### config.mk
export PLATFORM = sky130hd
export DESIGN_NAME = mdio_duplex_resolver
export DESIGN_NICKNAME = d
export VERILOG_FILES = /design/src/rtl/mdr_pkg.sv /design/src/rtl/mdr_ability_resolve.sv /design/src/rtl/mdr_poll_fsm.sv /design/src/rtl/mdr_port_ctx.sv /design/src/rtl/mdio_duplex_resolver.sv
export SDC_FILE = /design/constraint.sdc
export NUM_CORES = 1
export LEC_CHECK = 0
export BUFFER_PORTS_ARGS = -buffer_cell sky130_fd_sc_hd__buf_4
export CAP_MARGIN = 30
export CORE_MARGIN = 10
export CORE_UTILIZATION = 49
export DETAILED_ROUTE_END_ITERATION = 6
export GPL_TIMING_DRIVEN = 1
export PLACE_DENSITY_LB_ADDON = 0.15
export SETUP_SLACK_MARGIN = 0.5
export SYNTH_ARGS = -nofsm -noshare
export SYNTH_HDL_FRONTEND = slang
export SYNTH_SLANG_ARGS = --single-unit
### constraint.sdc
create_clock -name clk -period 4.3 [get_ports clk]
set_input_delay 0.86 -clock clk [delete_from_list [all_inputs] [get_ports clk]]
set_output_delay 0.86 -clock clk [all_outputs]
set_load 0.1 [all_outputs]
### src/rtl/mdr_pkg.sv
package mdr_pkg;

    localparam int unsigned DATA_W  = 16;
    localparam int unsigned ADDR_W  = 5;

    localparam logic [ADDR_W-1:0] REG_STAT = 5'd1;
    localparam logic [ADDR_W-1:0] REG_ADV  = 5'd4;
    localparam logic [ADDR_W-1:0] REG_LPA  = 5'd5;

    localparam int unsigned BIT_LINK   = 2;
    localparam int unsigned BIT_ANDONE = 5;
    localparam int unsigned ABIL_LSB   = 6;
    localparam int unsigned ABIL_W     = 4;

    // positions inside the 4-bit ability field (register bits 9..6)
    localparam int unsigned AF_10FD = 0;
    localparam int unsigned AF_TXHD = 1;
    localparam int unsigned AF_TXFD = 2;
    localparam int unsigned AF_T4   = 3;

    typedef enum logic [1:0] {
        PS_STAT = 2'd0,
        PS_ADV  = 2'd1,
        PS_LPA  = 2'd2
    } poll_state_e;

    typedef enum logic [2:0] {
        AB_10HD = 3'd0,
        AB_10FD = 3'd1,
        AB_TXHD = 3'd2,
        AB_T4   = 3'd3,
        AB_TXFD = 3'd4
    } ability_e;

    typedef struct packed {
        logic prev_done;
        logic link;
        logic full;
    } port_ctx_t;

    function automatic ability_e pick_ability(input logic [ABIL_W-1:0] adv,
                                              input logic [ABIL_W-1:0] lpa);
        logic [ABIL_W-1:0] both;
        both = adv & lpa;
        if (both[AF_TXFD])      return AB_TXFD;
        else if (both[AF_T4])   return AB_T4;
        else if (both[AF_TXHD]) return AB_TXHD;
        else if (both[AF_10FD]) return AB_10FD;
        else                    return AB_10HD;
    endfunction

    function automatic logic ability_full(input ability_e ab);
        return (ab == AB_TXFD) || (ab == AB_10FD);
    endfunction

endpackage

### src/rtl/mdr_ability_resolve.sv
module mdr_ability_resolve
    import mdr_pkg::*;
(
    input  logic [ABIL_W-1:0] adv_field,
    input  logic [ABIL_W-1:0] lpa_field,
    output logic              res_full
);

    ability_e ability;

    always_comb begin
        ability  = pick_ability(adv_field, lpa_field);
        res_full = ability_full(ability);
    end

endmodule

### src/rtl/mdr_poll_fsm.sv
module mdr_poll_fsm
    import mdr_pkg::*;
#(
    parameter int NUM_PORTS = 2,
    parameter int PHY_BASE  = 1,
    parameter int PORT_W    = 1
) (
    input  logic                clk,
    input  logic                rst,
    input  logic                active,
    input  logic                rd_ack,
    input  logic                done_bit,
    input  logic [ABIL_W-1:0]   abil_in,
    input  logic                sel_prev_done,
    output logic                rd_req,
    output logic [ADDR_W-1:0]   rd_phy,
    output logic [ADDR_W-1:0]   rd_reg,
    output logic [PORT_W-1:0]   port_idx,
    output logic                stat_ev,
    output logic                res_ev,
    output logic [ABIL_W-1:0]   adv_q
);

    localparam logic [PORT_W-1:0] LAST_PORT = PORT_W'(NUM_PORTS - 1);

    poll_state_e       st_q;
    logic [PORT_W-1:0] port_q;
    logic [PORT_W-1:0] port_nxt;
    logic              take;

    assign take     = active && rd_ack;
    assign port_nxt = (port_q == LAST_PORT) ? '0 : port_q + 1'b1;

    always_ff @(posedge clk) begin
        if (rst) begin
            st_q   <= PS_STAT;
            port_q <= '0;
            adv_q  <= '0;
        end else if (take) begin
            case (st_q)
                PS_STAT: begin
                    if (done_bit && !sel_prev_done) st_q <= PS_ADV;
                    else                            port_q <= port_nxt;
                end
                PS_ADV: begin
                    adv_q <= abil_in;
                    st_q  <= PS_LPA;
                end
                PS_LPA: begin
                    st_q   <= PS_STAT;
                    port_q <= port_nxt;
                end
                default: st_q <= PS_STAT;
            endcase
        end
    end

    always_comb begin
        rd_req   = active;
        rd_phy   = ADDR_W'(PHY_BASE) + ADDR_W'(port_q);
        port_idx = port_q;
        stat_ev  = take && (st_q == PS_STAT);
        res_ev   = take && (st_q == PS_LPA);
        case (st_q)
            PS_ADV:  rd_reg = REG_ADV;
            PS_LPA:  rd_reg = REG_LPA;
            default: rd_reg = REG_STAT;
        endcase
    end

endmodule

### src/rtl/mdr_port_ctx.sv
module mdr_port_ctx
    import mdr_pkg::*;
#(
    parameter int PORT_W  = 1,
    parameter int PORT_ID = 0
) (
    input  logic              clk,
    input  logic              rst,
    input  logic [PORT_W-1:0] port_idx,
    input  logic              stat_ev,
    input  logic              res_ev,
    input  logic              done_bit,
    input  logic              link_bit,
    input  logic              res_full,
    output port_ctx_t         ctx
);

    logic mine;
    assign mine = (port_idx == PORT_W'(PORT_ID));

    always_ff @(posedge clk) begin
        if (rst) begin
            ctx <= '0;
        end else if (mine && stat_ev) begin
            ctx.prev_done <= done_bit;
            ctx.link      <= link_bit;
            if (!done_bit) ctx.full <= 1'b0;
        end else if (mine && res_ev) begin
            ctx.full <= res_full;
        end
    end

endmodule

### src/rtl/mdio_duplex_resolver.sv
module mdio_duplex_resolver
    import mdr_pkg::*;
#(
    parameter int NUM_PORTS = 2,
    parameter int PHY_BASE  = 1,
    parameter int STRAP_W   = 2
) (
    input  logic                 clk,
    input  logic                 rst,
    input  logic [STRAP_W-1:0]   strap_en,
    output logic                 rd_req,
    output logic [4:0]           rd_phy,
    output logic [4:0]           rd_reg,
    input  logic                 rd_ack,
    input  logic [15:0]          rd_data,
    output logic [NUM_PORTS-1:0] duplex_full,
    output logic [NUM_PORTS-1:0] link_up
);

    localparam int PORT_W = (NUM_PORTS > 1) ? $clog2(NUM_PORTS) : 1;

    logic                  en_q;
    logic                  active_q;
    logic [PORT_W-1:0]     port_idx;
    logic                  stat_ev;
    logic                  res_ev;
    logic [ABIL_W-1:0]     adv_q;
    logic                  res_full;
    logic [NUM_PORTS-1:0]  prev_vec;
    port_ctx_t             ctx [NUM_PORTS];

    always_ff @(posedge clk) begin
        if (rst) begin
            en_q     <= &strap_en;
            active_q <= 1'b0;
        end else begin
            active_q <= en_q;
        end
    end

    mdr_poll_fsm #(
        .NUM_PORTS (NUM_PORTS),
        .PHY_BASE  (PHY_BASE),
        .PORT_W    (PORT_W)
    ) u_fsm (
        .clk           (clk),
        .rst           (rst),
        .active        (active_q),
        .rd_ack        (rd_ack),
        .done_bit      (rd_data[BIT_ANDONE]),
        .abil_in       (rd_data[ABIL_LSB +: ABIL_W]),
        .sel_prev_done (prev_vec[port_idx]),
        .rd_req        (rd_req),
        .rd_phy        (rd_phy),
        .rd_reg        (rd_reg),
        .port_idx      (port_idx),
        .stat_ev       (stat_ev),
        .res_ev        (res_ev),
        .adv_q         (adv_q)
    );

    mdr_ability_resolve u_res (
        .adv_field (adv_q),
        .lpa_field (rd_data[ABIL_LSB +: ABIL_W]),
        .res_full  (res_full)
    );

    for (genvar g = 0; g < NUM_PORTS; g++) begin : g_port
        mdr_port_ctx #(
            .PORT_W  (PORT_W),
            .PORT_ID (g)
        ) u_ctx (
            .clk      (clk),
            .rst      (rst),
            .port_idx (port_idx),
            .stat_ev  (stat_ev),
            .res_ev   (res_ev),
            .done_bit (rd_data[BIT_ANDONE]),
            .link_bit (rd_data[BIT_LINK]),
            .res_full (res_full),
            .ctx      (ctx[g])
        );
        assign prev_vec[g]    = ctx[g].prev_done;
        assign duplex_full[g] = ctx[g].full;
        assign link_up[g]     = ctx[g].link;
    end

endmodule

==> out/qor.json <==
{
  "drt-initial-drc-count": {"value": 4},
  "cts_tree": {"value": "done"},
  "final-hold-violation-count": {"value": 0},
  "cts_made_buffers": {"value": 3},
  "ir_drop": {"value": 0.191, "unit": "mV"},
  "floorplan.die.width": {"value": 61.2, "unit": "um"},
  "clk_latency": {"value": 0.29, "unit": "ns"},
  "first_pass_grt_wire_length": {"value": 2600, "unit": "um"},
  "critPathArrivalTime": {"value": 1.36, "unit": "ns"},
  "synth_flop_cell": {"value": "dfxtp_1"},
  "synth_most_common_cell": {"value": "dfxtp_1"},
  "worstPathCellList": {"value": "inv_1, ha_1, buf_4"},
  "worst_hold_path_type": {"value": "reg -> reg"},
  "syn2layout_area_growth": {"value": 12.8, "unit": "%"},
  "ys_seq_area_share": {"value": 37.3, "unit": "%"},
  "route.antenna.remaining_nets": {"value": 0},
  "worst_setup_path_start_kind": {"value": "register"},
  "synthTopCellsByCount": {"value": "dfxtp_1, buf_4, mux2i_1, nor2_1, inv_1"},
  "detailed_route_vias_per_instance": {"value": 5.09},
  "path_class": {"value": "reg -> out"},
  "finalClockSkew": {"value": 0.00504, "unit": "ns"},
  "placed_cells_incl_taps": {"value": 113},
  "htree_levels": {"value": 1},
  "synthesis.area_per_instance": {"value": 9.66, "unit": "um2"},
  "share_of_flip_flops_with_an_asynchronous_set_or_reset_after_synthesis": {"value": 0, "unit": "%"},
  "share_of_the_clock_period_used_by_the_worst_path": {"value": 51.6, "unit": "%"},
  "fp.dieArea": {"value": 3740, "unit": "um2"},
  "final_period_minus_worst_setup_slack": {"value": 2.22, "unit": "ns"},
  "grt_setup_unrepaired": {"value": "no"},
  "routedWlPerCell": {"value": 13.3, "unit": "um"},
  "maxSlewViolCount": {"value": 0},
  "critPathMaxStageDelay": {"value": 0.41, "unit": "ns"},
  "io_buffer_count": {"value": 19},
  "p_leak": {"value": 0.000434, "unit": "uW"},
  "cp_num_buf_inv": {"value": 2},
  "worstHoldStart": {"value": "en_q$_DFFE_PP_"},
  "min_to": {"value": "active_q$_SDFF_PP0_"},
  "globalRoute.busiestLayer": {"value": "met2"},
  "final_core_util": {"value": 60.1, "unit": "%"},
  "die_height": {"value": 61.2, "unit": "um"},
  "finalInstanceArea": {"value": 937, "unit": "um2"},
  "postRouteWirelength": {"value": 1560, "unit": "um"},
  "dpl-instance-area": {"value": 910, "unit": "um2"},
  "fmaxAchievable": {"value": 450, "unit": "MHz"},
  "global_route.usage.met1": {"value": 9.42, "unit": "%"},
  "layout.nets": {"value": 128},
  "cp_data_required_time": {"value": 3.44, "unit": "ns"},
  "total_global_routing_overflow": {"value": 0},
  "timing.critical_path.to_type": {"value": "output port"},
  "status": {"value": "finished, final reports clean"},
  "drive_above_1_share": {"value": 24.8, "unit": "%"},
  "critical_path.reg2reg.startpoint": {"value": "u_fsm.st_q[0]$_SDFFE_PP0P_"},
  "rr_endpoint": {"value": "g_port[1].u_ctx.ctx[0]$_SDFFE_PP0P_"},
  "rows": {"value": 14},
  "cts.sink_count": {"value": 15},
  "max_cap_viol_count": {"value": 0},
  "powerDensity": {"value": 322, "unit": "nW/um2"},
  "first_pass_iteration_count_of_the_detailed_router": {"value": 3},
  "cell_type_with_the_largest_total_area_after_synthesis": {"value": "dfxtp_1"},
  "postSynthCellCount": {"value": 86},
  "pin_count_of_the_biggest_net_entering_global_routing": {"value": 19},
  "setup-violations-final": {"value": 0},
  "antenna-diode-count": {"value": 0},
  "worst_path_max_delay_cell": {"value": "dfxtp_1"},
  "detailroute.via_count": {"value": 595},
  "gr-usage-all-layers": {"value": 9.25, "unit": "%"},
  "synth-edff-count": {"value": 1},
  "hpwlAfterDp": {"value": 1230, "unit": "um"},
  "timing.reg2reg.worst_path_depth": {"value": 5},
  "post_cts.resized_instances": {"value": 0},
  "worst-r2r-setup-slack": {"value": 2.75, "unit": "ns"},
  "floorplan.initialDensity": {"value": 53.3, "unit": "%"},
  "ys_ff_latch": {"value": 15},
  "gr-usage-met3": {"value": 4.32, "unit": "%"},
  "grt_pass1_vias": {"value": 608},
  "clock_transition_at_the_registers_of_the_reported_paths": {"value": 0.09, "unit": "ns"},
  "layout.cells.non_filler": {"value": 117},
  "root_buffer": {"value": "clkbuf_4"},
  "critical_path_peak_fanout": {"value": 4},
  "min_path_cells": {"value": 1},
  "drc_errors": {"value": 0},
  "clk_path_buf_depth": {"value": 2},
  "globalRouteMet2Util": {"value": 14.6, "unit": "%"},
  "cp_top_family": {"value": "flip-flops"},
  "gp_congestion": {"value": 0.714},
  "setup_total_negative_slack": {"value": 0, "unit": "ns"},
  "cts_hold_buf": {"value": 0},
  "top_level_ports": {"value": 36},
  "core_region_area": {"value": 1560, "unit": "um2"},
  "synth.top_cells.by_area": {"value": "dfxtp_1, mux2i_1, buf_4"},
  "synth.lib_cells_used.distinct": {"value": 27},
  "synth_largest_type_area_fraction": {"value": 33.7, "unit": "%"},
  "synthesis.area": {"value": 831, "unit": "um2"},
  "synth.yosys.warnings": {"value": 0},
  "post-cts-setup-buffers": {"value": 0},
  "grt_antenna_before_repair": {"value": 0}
}
## area by class of cell
type / instances / area [um2]
sequential: 15 / 310
fill: 144 / 622
inverter: 6 / 22.5
multi-input combinational: 57 / 414
clock inverter: 1 / 5.00
tap: 16 / 20.0
clock buffer: 3 / 22.5
timing repair buffer: 19 / 143
## metal layers
layer	wire (um)	part of all wire, %
met1	648	42
met2	710	46
met3	154	9.9
met4	46	3.0
met5	0	0
## layout by cell type (no fill, tap or decap)
cell type	n
o2bb2ai_1	1
a211oi_1	2
edfxtp_1	1
clkbuf_4	3
nor2b_1	1
or2b_1	1
clkinv_2	1
o32ai_1	2
nand4_1	1
nand3_1	1
a32oi_1	1
nand2b_1	5
nand4b_1	1
or3_1	2
a311oi_1	1
or2_2	1
or2b_2	1
and2_1	1
dfxtp_1	14
conb_1	6
and3_1	1
inv_1	6
mux2i_1	12
buf_4	19
a22oi_1	1
nor2_1	9
ha_1	5
nand2_1	1
## worst register-to-register path, stage by stage, from the launching register on
cell and delay [ns]:
dfxtp_1 0.41, inv_1 0.10, ha_1 0.28, nand2b_1 0.21, or3_1 0.36, o32ai_1 0.11
## worst max-delay path by stage
stage	slack, ns	from	end	depth (start not counted)
3_5_place_dp	2.41	u_fsm.st_q[0]$_SDFFE_PP0P_	rd_reg[2]	3
3_3_place_gp	2.42	u_fsm.st_q[0]$_SDFFE_PP0P_	rd_reg[2]	3
5_1_grt	1.98	u_fsm.st_q[0]$_SDFFE_PP0P_	rd_reg[2]	3
6_report	2.08	u_fsm.st_q[0]$_SDFFE_PP0P_	rd_reg[2]	3
4_1_cts	2.08	u_fsm.st_q[0]$_SDFFE_PP0P_	rd_reg[2]	3
2_1_floorplan	2.17	u_fsm.st_q[0]$_SDFFE_PP0P_	rd_reg[2]	2
## state kept, by name, summed over array words and instances (netlist names)
signal	flops
en_q	1
u_fsm.adv_q	4
u_fsm.st_q	2
active_q	1
u_fsm.port_idx	1
g_port.u_ctx.ctx	6
## logic make-up after synthesis
group,share of synthesized area (%)
muxes,14.5
adders and majority gates,7.53
AOI/OAI and AO/OA,7.98
buffers and inverters,15.1
DFF,37.3
and+or+nand+nor,17.2
other,0.451
## metrics by stage
| stage | total power (uW) | worst slack, ns | hold slack, ns |
|---|---|---|---|
| floorplan | 213 | 2.17 | 0.429 |
| detailed placement | 223 | 2.41 | 0.451 |
| CTS | 305 | 2.08 | 0.481 |
| finish | 302 | 2.08 | 0.474 |
| global route | 317 | 1.98 | 0.501 |
| global placement | 222 | 2.42 | 0.456 |
## where the power goes
group	total, uW	switching, uW	internal (uW)
clock	81.8	47.1	34.6
sequential	147	3.13	144
combinational	73.2	56.4	16.8
total	302	107	195
Note: power is estimated with default switching activity, not from simulation.
